===== src/rtl/mdio_master.sv =====
module mdio_master #(
  parameter int CLK_DIV = 10
) (
  input  logic        clk,
  input  logic        rst_n,
  input  logic        req_i,
  input  logic        wr_i,
  input  logic [5:0]  phy_addr_i,
  input  logic [5:0]  reg_loc_i,
  input  logic [15:0] wdata_i,
  output logic        busy_o,
  output logic [15:0] rdata_o,
  output logic        mdc_o,
  output logic        mdio_o,
  output logic        mdio_oe_o,
  input  logic        mdio_i
);
  localparam int CW = $clog2(CLK_DIV + 1);
  localparam logic [5:0] LOCAL_PHY = 6'd32;

  logic          busy_q, hi_q, wr_q;
  logic [CW-1:0] div_q;
  logic [6:0]    bit_q;
  logic [63:0]   tx_q;
  logic [15:0]   rx_q, rdata_q;
  logic [15:0]   bank [8];
  logic          slot_ok;
  logic [2:0]    slot;

  wire accept    = req_i && !busy_q;
  wire bad       = (reg_loc_i > 6'd32) || (phy_addr_i > 6'd32);
  wire local_acc = accept && !bad && (phy_addr_i == LOCAL_PHY);
  wire serial_go = accept && !bad && (phy_addr_i != LOCAL_PHY);
  wire half_end  = (div_q == CW'(CLK_DIV - 1));
  wire rise      = busy_q && half_end && !hi_q;
  wire fall      = busy_q && half_end && hi_q;
  wire [6:0] last_bit  = wr_q ? 7'd65 : 7'd64;
  wire [6:0] drive_cnt = wr_q ? 7'd64 : 7'd46;

  always_comb begin
    slot_ok = 1'b1;
    slot    = reg_loc_i[2:0];
    if (reg_loc_i == 6'd16)      slot = 3'd6;
    else if (reg_loc_i == 6'd17) slot = 3'd7;
    else if (reg_loc_i >= 6'd6)  slot_ok = 1'b0;
  end

  always_ff @(posedge clk) begin
    if (!rst_n) begin
      busy_q  <= 1'b0;
      hi_q    <= 1'b0;
      wr_q    <= 1'b0;
      div_q   <= '0;
      bit_q   <= '0;
      tx_q    <= '0;
      rx_q    <= '0;
      rdata_q <= '0;
      for (int i = 0; i < 8; i++) bank[i] <= '0;
    end else if (serial_go) begin
      busy_q <= 1'b1;
      hi_q   <= 1'b0;
      wr_q   <= wr_i;
      div_q  <= '0;
      bit_q  <= '0;
      tx_q   <= wr_i ? {32'hFFFF_FFFF, 4'b0101, phy_addr_i[4:0], reg_loc_i[4:0], 2'b10, wdata_i}
                     : {32'hFFFF_FFFF, 4'b0110, phy_addr_i[4:0], reg_loc_i[4:0], 18'h0};
    end else if (local_acc) begin
      if (wr_i) begin
        if (slot_ok) bank[slot] <= wdata_i;
      end else begin
        rdata_q <= slot_ok ? bank[slot] : 16'h0;
      end
    end else if (busy_q) begin
      div_q <= half_end ? '0 : div_q + 1'b1;
      if (rise) begin
        hi_q <= 1'b1;
        if (!wr_q && bit_q >= 7'd48 && bit_q <= 7'd63) rx_q <= {rx_q[14:0], mdio_i};
      end
      if (fall) begin
        hi_q <= 1'b0;
        if (bit_q == last_bit) begin
          busy_q <= 1'b0;
          if (!wr_q) rdata_q <= rx_q;
        end else begin
          bit_q <= bit_q + 1'b1;
          tx_q  <= {tx_q[62:0], 1'b0};
        end
      end
    end
  end

  assign busy_o    = busy_q;
  assign rdata_o   = rdata_q;
  assign mdc_o     = hi_q;
  assign mdio_oe_o = busy_q && (bit_q < drive_cnt);
  assign mdio_o    = mdio_oe_o & tx_q[63];
endmodule


===== config.mk =====
export PLATFORM = sky130hd
export DESIGN_NAME = mdio_master
export DESIGN_NICKNAME = d
export VERILOG_FILES = /design/src/rtl/mdio_master.sv
export SDC_FILE = /design/constraint.sdc
export NUM_CORES = 1
export LEC_CHECK = 0
export ABC_AREA = 1
export BUFFER_PORTS_ARGS = -buffer_cell sky130_fd_sc_hd__buf_2
export CAP_MARGIN = 20
export CORE_MARGIN = 4
export CORE_UTILIZATION = 39
export CTS_BUF_LIST = sky130_fd_sc_hd__clkbuf_8
export DETAILED_ROUTE_END_ITERATION = 8
export SYNTH_ARGS = -nofsm -noshare
export SYNTH_HDL_FRONTEND = slang
export SYNTH_SLANG_ARGS = --single-unit

===== constraint.sdc =====
create_clock -name clk -period 2.4 [get_ports clk]
set_input_delay 0.36 -clock clk [delete_from_list [all_inputs] [get_ports clk]]
set_output_delay 0.36 -clock clk [all_outputs]
set_load 0.01 [all_outputs]

**Word-level counts from Yosys, hierarchy flattened**

Memory sizes are Yosys's and may differ from the RTL's.
Index checks and enable logic that the tools add are counted.

- Bits in registers: 110
- Bits in latches: 0
- RAM bits: 128
- Memory bits (read-only): 0
- Bits of input ports: 33
- Output and inout bits: 20
- Memories kept: 1

- Add/subtract/negate cells: 2
- $mul: 0
- Divide/modulo/power cells: 0
- $lt $le $gt $ge: 6
- Equal/unequal tests: 10
- Shift-type cells: 0
- Multiplexer cells: 38
- Bitwise gates (word level): 5
- Reduce and logical (&&, ||, !) cells: 29

Memory list:

| name | words | width | read ports | clocked after Yosys merged registers in | write ports | RTL line | RTL |
|---|---|---|---|---|---|---|---|
| bank | 8 | 16 | 1 | 0 | 8 | 26 | `logic [15:0] bank [8];` |

Operators with widths:

| kind | number |
|---|---|
| $mux W64 | 5 |
| $mux W16 | 8 |
| $mux W30 | 1 |
| $mux W1 | 19 |
| $reduce_or A16 Y1 | 1 |
| $eq A6 B5 Y1 const B | 2 |
| $gt A6 B6 Y1 const B | 2 |
| $reduce_bool A2 Y1 | 6 |
| $logic_and A1 B1 Y1 | 10 |
| $mux W3 | 3 |
| $reduce_and A4 Y1 | 2 |
| $add A7 B1 Y7 const B | 1 |
| $eq A7 B7 Y1 | 1 |
| $ge A7 B6 Y1 const B | 1 |
| $le A7 B6 Y1 const B | 1 |
| $lt A7 B7 Y1 | 1 |
| $mux W7 | 1 |
| $eq A6 B6 Y1 const B | 1 |
| $ge A6 B3 Y1 const B | 1 |
| $ne A6 B6 Y1 const B | 1 |
| $reduce_and A6 Y1 | 1 |
| $reduce_and A5 Y1 | 1 |
| $add A4 B1 Y4 const B | 1 |
| $eq A4 B4 Y1 const B | 1 |
| other kinds (10) | 18 |

**Depth between registers and ports, before layout**

Gate-level depths: netlist of the first run.

- Word-level depth: 12
- Gate-level depth with buffers: 12
- Depth with buffers taken out: 11

**Least setup slack after synthesis of the first run**

OpenSTA, ideal clock, no wires.

- Path kind: input to register
- Start point: input reg_loc_i[0]
- End point: memory bank[2][0], enable pin
- Library setup time: 0.372 ns
- Arrival: 1.946 ns
- Data required time: 2.028 ns
- Path slack: 0.082 ns
- Stages: 9
- Path buffers: 2
- Path through: buf_2 -> nor2_1 -> nand3_1 -> nand2_1 -> nand4_4 -> clkinv_4 -> nand4_4 -> buf_6 -> nand2_1

RTL lines:

| element | RTL line | RTL |
|---|---|---|
| start, declared | 9 | `input logic [5:0] reg_loc_i,` |
| end, declared | 26 |  |

**Worst setup path in the final report of the first run**

- Start point: register wr_q
- End point: output mdio_o

- Longest elaborated chain between the ends: 4

RTL lines:

| element | RTL line | RTL |
|---|---|---|
| start, declared | 21 | `logic busy_q, hi_q, wr_q;` |
| start signal, assigned | 62 | `wr_q <= wr_i;` |
| $mux W7 | 38 | `wire [6:0] drive_cnt = wr_q ? 7'd64 : 7'd46;` |
| $lt A7 B7 Y1 | 95 | `assign mdio_oe_o = busy_q && (bit_q < drive_cnt);` |
| $logic_and A1 B1 Y1 | 95 |  |
| $and A1 B1 Y1 | 96 | `assign mdio_o = mdio_oe_o & tx_q[63];` |
| end, declared | 14 | `output logic mdio_o,` |

No other way between the ends.

==> results of run 1 <==
==> area by class of cell <==
type	instances	share of cell area (%)
Timing Repair Buffer	99	5.77
Clock buffer	49	5.20
Tap cell	378	3.65
Multi-Input combinational cell	949	33.8
Inverter	124	3.63
Clock inverter	31	1.25
Sequential cell	238	46.7
==> sequential cells by signal (all words and copies together) (netlist names) <==
signal,cells
mdc_o,1
rdata_o,16
div_q,4
tx_q,64
wr_q,1
rx_q,16
bit_q,7
bank,128
busy_o,1
==> worst min-delay path, stage by stage <==
cell and delay, ns:
buf_2 0.09, nor2_1 0.04, nor2_1 0.09
==> synth_stat cells (2+ instances only) <==
library cell / number / area share (%)
nand2_1: 351 / 12
o211ai_1: 3 / 0.20
nand2_2: 2 / 0.11
nand3_2: 2 / 0.18
inv_1: 118 / 3.9
edfxtp_1: 128 / 34
or2_2: 31 / 1.7
nand3b_1: 17 / 1.1
buf_6: 10 / 1.0
clkinv_1: 2 / 0.067
mux2i_1: 15 / 1.3
nor3b_1: 2 / 0.13
buf_4: 2 / 0.13
o21ai_1: 8 / 0.36
inv_2: 3 / 0.10
o21ai_0: 65 / 2.9
nand4_4: 9 / 1.7
ha_1: 6 / 0.67
buf_2: 20 / 0.89
a21oi_1: 38 / 1.7
o21a_1: 2 / 0.13
nor3_1: 6 / 0.27
nor2_2: 12 / 0.67
nand3_1: 48 / 2.1
nor2_1: 319 / 11
clkbuf_1: 35 / 1.2
nand4_1: 4 / 0.22
dfxtp_1: 110 / 20
==> power by group through the flow <==
stage	logic (W)	clock network, W	registers [W]
after floorplan	0.000423	0	0.00453
after global placement	0.000677	0	0.00454
after detailed placement	0.000683	0	0.00454
after CTS	0.000687	0.00378	0.00446
after global routing	0.000760	0.00398	0.00447
final	0.000690	0.00370	0.00446
==> logic make-up after synthesis <==
group,Yosys count,synth area share [%]
simple gates,807,31.0
flops,238,53.9
buf+inv,191,7.39
compound gates,120,5.63
mux,15,1.34
fa+ha+maj,6,0.669
xor+xnor,1,0.0781
==> metal layers <==
metal	share of wire [%]	track usage, %	vias to the layer above
met2	44	27.7	238
li1	-	-	4536
met3	5.9	3.43	46
met1	48	27.1	4170
met4	2.5	5.93	2
met5	0.024	0	-
==> path summary, 6_finish.rpt <==
| check | end | cells past startpoint |
|---|---|---|
| setup / recovery | mdio_o | 7 |
| hold / removal | tx_q[27] | 3 |
| setup reg to reg | tx_q[6] | 9 |
| hold reg to reg | tx_q[24] | 2 |
==> repair_timing <==
action / CTS / global route
hold endpoints to repair: 1 / 0
buffers inserted: 0 / 3
setup endpoints to repair: 2 / 2
hold buffers: 1 / 0
resized for setup: 3 / 7
pin swaps: 0 / 6
==> through the flow <==
| step | area (um^2) | power [W] | hold slack (ns) | setup TNS (ns) |
|---|---|---|---|---|
| after floorplan | 11200 | 0.00495 | 0.437 | 0 |
| after global placement | 12000 | 0.00522 | 0.448 | -0.254 |
| after detailed placement | 12100 | 0.00522 | 0.450 | 0 |
| after CTS | 12900 | 0.00892 | 0.0326 | 0 |
| after global routing | 13000 | 0.00921 | 0.0599 | -0.0729 |
| final | 13000 | 0.00884 | 0.0623 | 0 |
==> out/qor.csv, run 1 <==
metric,value,unit
outcome,completed,
setup ws final,0.0675,ns
source-to-sink clock delay at the later pin of the worst-skew pair,0.55,ns
async set-reset flop share out of synthesis,0,%
CP peak stage delay,0.37,ns
syn nets,1417,
Required @ worst endpoint,2.04,ns
Tcrit/Tclk final,97.2,%
CP cell instances,buf_6 -> buf_4 -> ha_1 -> a21oi_2 -> nor2_2 -> nor3_1 -> buf_2,
combinational power share,7.8,%
crit path DAT,1.97,ns
area of the multi-input gates,4380,um^2
DP Cell Count,1784,
Final Slew Violations,0,
Reg2Reg Setup Slack,0.42,ns
clock slew at reported path FFs,0.06,ns
Syn Area/Cell,8.14,um^2
Worst Tran Pin Value,0.561,ns
GRT Residual Overflow,0,
Leakage,6.09,nW
DRT Wirelength,29300,um
number of global-route vias before repair,8321,
Final Setup Violations,0,
critical path peak fanout,4,
Pre-antenna DRT Iters,5,
Root Buffer,clkbuf_8,
Num CTS Buffers,44,
drt wl/cell,15.7,um
initial antenna violation count,1,
Syn Inst Count,1378,
mapped cell area,11200,um^2
Final Util,46.2,%
Final GP Congestion,0.879,
IO Count,53,
Horiz. Die Dim,178,um
overall routing resource usage,18.5,%
CP top delay family,buffers and inverters,
H-tree levels,2,
Max Clk Rate,0.429,GHz
Switching Fraction,25.2,%
via count,8992,
"Primary FF master, synth",edfxtp_1,
Longest Clk Path Bufs,3,
R2R Path Start,busy_o,
Post-synth EDFFs,128,
Hold Fails Final Rpt,0,
first-pass GRT wire length,46100,um
die height,178,um
pwr dens,682,nW/um^2
clock skew,0.0226,ns
Int Pwr,0.00661,W
Hold WC Path Type,in -> reg,
CTS sink cnt,238,
DRT iter0 DRCs,796,
Initial Util,40.0,%
DPL Wire Length,18800,um
DIE AREA,31600,um^2
total core area,28100,um^2
# diodes,0,
CP Class,reg -> out,
RSZ-0062 raised after global routing,true,
Max-Cap Viols,0,
Clock power frac,41.8,%
most frequent cells in the layout,"nand2_1, nor2_1, inv_1",
final cell count without fillers,1868,
Net Sw Power,0.00223,W
Vias/cell,4.81,
maximum ir drop on the vdd rail,0.358,mV
startpoint types,flip-flop,
Post-DRT Antenna Nets,0,
row count,61,
"Distinct cells, synth",38,
Setup crit start,wr_q,
post-synthesis sequential area ratio,53.9,%
DRC Markers,0,
"worst slack, placed",0.155,ns
Slew headroom,62.5,%
P&R area growth vs syn,15.5,%
Post-layout nets,1495,
CTS tree,built,
sequential share of power,50.4,%
register area,6050,um^2
"commonest non-fill, non-tap cell in the layout",nand2_1,
# fillers,2817,
Hold Crit Start,phy_addr_i[4],
Tmin final,2.33,ns
Buffers on Ports,52,
pin count of the biggest net entering global routing,97,
worst path buffer plus inverter count,3,
Yosys warnings,0,
register bit total from synthesis,238,
share of cells above drive strength 1,14.8,%
Setup crit end kind,primary output,
Worst path slowest cell,dfxtp_4,
Power figures use the tool's default switching activity.
==> inputs of run 2 (changes only) <==
- CORE_UTILIZATION: 39 -> 44
==> run 2 against run 1 <==
  * Utilization is 4.8 points higher
  * Worst setup slack better by 0.040 ns
  * Non-clock buffer count is 4 lower
  * Final cell count is 2.8% lower
  * Critical path type unchanged
  * Critical endpoint unchanged
  * Highest routed layer is now met4
==> out/qor.csv, run 2 (synthesis gave the netlist of run 1 again) <==
metric,value,unit,change
setup ws final,0.108,ns,+0.0404 ns
Post-DRT Antenna Nets,0,,unchanged
Worst Tran Pin Value,0.575,ns,+0.0134 ns
maximum ir drop on the vdd rail,0.375,mV,+4.7%
"commonest non-fill, non-tap cell in the layout",nand2_1,,
Hold Crit Start,mdio_i,,
crit path DAT,1.93,ns,-0.04 ns
critical path peak fanout,5,,+1
DRC Markers,0,,unchanged
Horiz. Die Dim,168,um,-5.6%
overall routing resource usage,19.7,%,+1.2 points
total core area,25100,um^2,-11%
Vias/cell,4.92,,+2.2%
Setup crit start,wr_q,,
Leakage,6.03,nW,-1.0%
H-tree levels,2,,unchanged
Root Buffer,clkbuf_8,,
Num CTS Buffers,43,,-2.3%
RSZ-0062 raised after global routing,true,,
Required @ worst endpoint,2.04,ns,about the same
Max-Cap Viols,0,,unchanged
Longest Clk Path Bufs,3,,unchanged
Tcrit/Tclk final,95.5,%,-1.7 points
initial antenna violation count,0,,-1
Initial Util,44.7,%,+4.7 points
# diodes,0,,unchanged
Reg with most FFs,bank,,
drt wl/cell,15.3,um,-2.5%
# fillers,2490,,-12%
via count,8930,,-0.69%
DIE AREA,28100,um^2,-11%
IO Count,53,,unchanged
Final Util,51.0,%,+4.8 points
share of cells above drive strength 1,14.8,%,-0.017 points
"worst slack, placed",0.184,ns,+0.0297 ns
R2R Path Start,wr_q,,
Post-layout nets,1490,,-0.33%
CTS tree,built,,
Buffers on Ports,52,,unchanged
number of global-route vias before repair,8634,,+3.8%
DRT Wirelength,27800,um,-5.3%
die height,168,um,-5.6%
CTS sink cnt,238,,unchanged
Setup crit end kind,primary output,,
Hold Fails Final Rpt,0,,unchanged
max reg flops,128,,unchanged
pwr dens,681,nW/um^2,about the same
Slew headroom,61.6,%,-0.90 points
Hold WC Path Type,in -> reg,,
CP Class,reg -> out,,
# hold bufs at CTS,0,,-1
first-pass GRT wire length,45000,um,-2.5%
DRT iter0 DRCs,806,,+1.3%
DPL Wire Length,18400,um,-2.2%
GRT Residual Overflow,0,,unchanged
startpoint types,flip-flop,,
Tmin final,2.29,ns,-0.0404 ns
Pre-antenna DRT Iters,5,,unchanged
Final GP Congestion,0.843,,-4.2%
clock slew at reported path FFs,0.06,ns,about the same
Max Clk Rate,0.436,GHz,+1.8%
source-to-sink clock delay at the later pin of the worst-skew pair,0.55,ns,about the same
row count,58,,-4.9%
final instance area,12800,um^2,-1.2%
pin count of the biggest net entering global routing,97,,unchanged
Final Slew Violations,0,,unchanged
outcome,completed,,
Largest regs,"bank: 128 flops, tx_q: 64 flops",,
Placed Area,11900,um^2,-1.1%
clock skew,0.0130,ns,-0.00960 ns
P&R area growth vs syn,14.1,%,
most frequent cells in the layout,"nand2_1, nor2_1, inv_1",,
Final Setup Violations,0,,unchanged
## run 2: cell types whose count changed in the layout (fill, tap and decap cells not counted), moves of 2 or more
cell,before,now
buf_6,2,0
buf_12,10,7
buf_4,34,37
clkinv_1,7,10
inv_1,140,134
clkinv_2,0,3
## run 2: timing repair
item,4_1_cts,5_1_grt
endpoints found under the setup margin,1,2
setup buffers,0,4
resized for setup,1,8
pin swaps,0,5
## run 2: critical path, stage by stage, from the launching register on
cell and delay, ns:
dfxtp_4 0.37, buf_4 0.14, buf_4 0.13, ha_1 0.29, a21oi_2 0.14, nor2_2 0.06
nor3_2 0.13, buf_2 0.14
## run 2: area by class of cell
cell class / count / area (um^2) / share of cell area, %
Sequential cell: 238 / 6050 / 47.3
Multi-Input combinational cell: 949 / 4370 / 34.2
Timing Repair Buffer: 95 / 673 / 5.26
Clock buffer: 48 / 661 / 5.16
Inverter: 124 / 470 / 3.67
Tap cell: 330 / 413 / 3.23
Clock inverter: 31 / 158 / 1.23
## run 2: path summary, 6_finish.rpt
check                   to  slack [ns]  cells after the start
setup / recovery    mdio_o        0.11                      7
hold / removal     rx_q[0]        0.05                      3
setup reg to reg  tx_q[21]        0.30                     10
hold reg to reg   tx_q[18]        0.46                      2
## run 2: stage by stage
stage	setup TNS (ns)	hold slack, ns	total power, W	instances
3_5_place_dp	0	0.457	0.00520	1732
4_1_cts	0	0.0284	0.00881	1811
5_1_grt	-0.0640	0.0503	0.00910	1815
3_3_place_gp	0	0.448	0.00519	1732
2_1_floorplan	0	0.437	0.00495	1378
6_report	0	0.0506	0.00872	1815
## run 2: layer usage
layer	track usage [%]	up-vias	share of wire (%)
met2	30.9	215	45
met1	28.2	4149	47
met4	5.65	0	2.2
met5	0	-	0
li1	-	4518	-
met3	3.47	48	5.3
## run 2: where the power goes
part | switching, W | total (W) | internal [W]
Sequential | 0.0000456 | 0.00446 | 0.00441
Clock | 0.00166 | 0.00360 | 0.00194
Combinational | 0.000455 | 0.000664 | 0.000209
==> inputs of run 3 (changes only) <==
- MAX_ROUTING_LAYER: unset -> met4
- SETUP_SLACK_MARGIN: unset -> 0.15
==> run 3 against run 2 <==
  * Die area unchanged
  * Combinational power up 3.8%
  * Sequential share of layout area down 0.22 points
==> out/qor.csv, run 3 (synthesis gave the netlist of run 1 again) <==
metric,value,unit,change
outcome,completed,,
Longest Clk Path Bufs,3,,unchanged
Worst Tran Pin Value,0.698,ns,+0.124 ns
die height,168,um,unchanged
R2R depth,9,,-1
critical path peak fanout,3,,-2
overall routing resource usage,21.9,%,+2.2 points
CP Class,reg -> out,,
final cell count without fillers,1814,,-0.055%
"commonest non-fill, non-tap cell in the layout",nand2_1,,
clock slew at reported path FFs,0.06,ns,about the same
Reg with most FFs,bank,,
Tcrit/Tclk final,92.3,%,-3.2 points
DPL Wire Length,20000,um,+8.6%
Buffers on Ports,52,,unchanged
CTS tree,built,,
source-to-sink clock delay at the later pin of the worst-skew pair,0.54,ns,about the same
Final Setup Violations,0,,unchanged
clock skew,0.0275,ns,+0.0145 ns
# fillers,2455,,-1.4%
Final GP Congestion,0.866,,+2.8%
sequential share of power,50.6,%,-0.5 points
Post-DRT Antenna Nets,0,,unchanged
H-tree levels,2,,unchanged
pin count of the biggest net entering global routing,97,,unchanged
RSZ-0062 raised after global routing,true,,
register area,6050,um^2,unchanged
Horiz. Die Dim,168,um,unchanged
IO Count,53,,unchanged
combinational power share,7.8,%,+0.2 points
Setup crit end kind,primary output,,
max reg flops,128,,unchanged
first-pass GRT wire length,48200,um,+7.2%
Pre-antenna DRT Iters,5,,unchanged
Net Sw Power,0.00215,W,-0.59%
Slew headroom,53.0,%,-8.6 points
Leakage,6.06,nW,+0.61%
Final Slew Violations,0,,unchanged
row count,58,,unchanged
Num CTS Buffers,42,,-2.3%
Vias/cell,5.03,,+2.3%
startpoint types,flip-flop,,
most frequent cells in the layout,"nand2_1, nor2_1, inv_1",,
P&R area growth vs syn,14.6,%,
Max-Cap Viols,0,,unchanged
Required @ worst endpoint,2.04,ns,about the same
number of global-route vias before repair,8717,,+0.96%
Setup crit start,wr_q,,
initial antenna violation count,1,,+1
DRT Wirelength,29900,um,+7.7%
R2R Path Start,busy_o,,
DIE AREA,28100,um^2,unchanged
drt wl/cell,16.5,um,+7.8%
Hold Fails Final Rpt,0,,unchanged
Total Power,0.00880,W,+0.93%
total core area,25100,um^2,unchanged
DRC Markers,0,,unchanged
Setup crit end,mdio_o,,
Post-layout nets,1489,,-0.067%
area of the multi-input gates,4380,um^2,+0.23%
maximum ir drop on the vdd rail,0.376,mV,+0.30%
Final Util,51.2,%,+0.23 points
GRT Residual Overflow,0,,unchanged
Clock power frac,41.6,%,+0.3 points
Switching Fraction,24.4,%,-0.37 points
Initial Util,44.7,%,unchanged
Reg2Reg Setup Slack,0.40,ns,+0.10 ns
WHS,0.0662,ns,+0.0156 ns
DRT iter0 DRCs,800,,-0.74%
CTS sink cnt,238,,unchanged
pwr dens,685,nW/um^2,+0.47%
crit path DAT,1.86,ns,-0.07 ns
DP Cell Count,1735,,+0.17%
Tmin final,2.22,ns,-0.0769 ns
Root Buffer,clkbuf_8,,
Hold WC Path Type,in -> reg,,
Largest regs,"bank: 128 flops, tx_q: 64 flops",,
Int Pwr,0.00665,W,+1.4%
Max Clk Rate,0.451,GHz,+3.5%
share of cells above drive strength 1,15.0,%,+0.15 points
FF-to-FF End,bank[3][0],,
via count,9131,,+2.3%
run 3: worst min-delay path by stage:
stage	endpoint	startpoint	slack, ns	cells after the start
3_5_place_dp	tx_q[16]	tx_q[16]	0.46	2
5_1_grt	rx_q[0]	mdio_i	0.06	3
6_report	rx_q[0]	mdio_i	0.07	3
4_1_cts	rx_q[0]	mdio_i	0.05	3
2_1_floorplan	tx_q[16]	tx_q[15]	0.44	2
3_3_place_gp	tx_q[24]	tx_q[24]	0.45	2
run 3: routing by layer:
layer / track usage [%] / wire (um) / vias to the layer above
li1: - / - / 4520
met1: 30.2 / 13900 / 4323
met2: 33.6 / 13700 / 234
met3: 3.99 / 1750 / 54
met4: 5.40 / 539 / 0
met5: - / 0 / -
run 3: stage by stage:
stage	TNS, ns	area (um^2)	setup slack [ns]
CTS	0	12800	0.0563
floorplan	0	11200	0.0971
detailed placement	0	12000	0.176
finish	0	12900	0.185
global placement	-0.0502	12000	-0.0178
global route	0	12900	0.0617
run 3: timing repair:
item,in CTS,in global routing
pin swaps,4,4
hold buffers,0,0
resized for setup,7,7
setup buffers,1,0
endpoints found under the setup margin,2,14
run 3: power by group through the flow:
stage | Combinational, W | Clock (W) | Sequential [W]
floorplan | 0.000423 | 0 | 0.00453
global placement | 0.000683 | 0 | 0.00454
detailed placement | 0.000686 | 0 | 0.00454
CTS | 0.000690 | 0.00375 | 0.00446
global route | 0.000766 | 0.00395 | 0.00447
finish | 0.000689 | 0.00366 | 0.00446
run 3: layout make-up:
type | count | area share (%)
Sequential cell | 238 | 47.1
Clock buffer | 51 | 5.46
Tap cell | 330 | 3.21
Inverter | 124 | 3.66
Antenna cell | 1 | 0.0195
Clock inverter | 26 | 1.01
Multi-Input combinational cell | 949 | 34.1
Timing Repair Buffer | 95 | 5.49
run 3: critical path, cell delays in order (launching register included):
cell and delay [ns]:
dfxtp_4 0.36, ha_4 0.23, o21a_1 0.10, o21ai_1 0.11, nand2_1 0.09, a21oi_2 0.14, nor2_2 0.05, nor3_2 0.10
buf_2 0.15
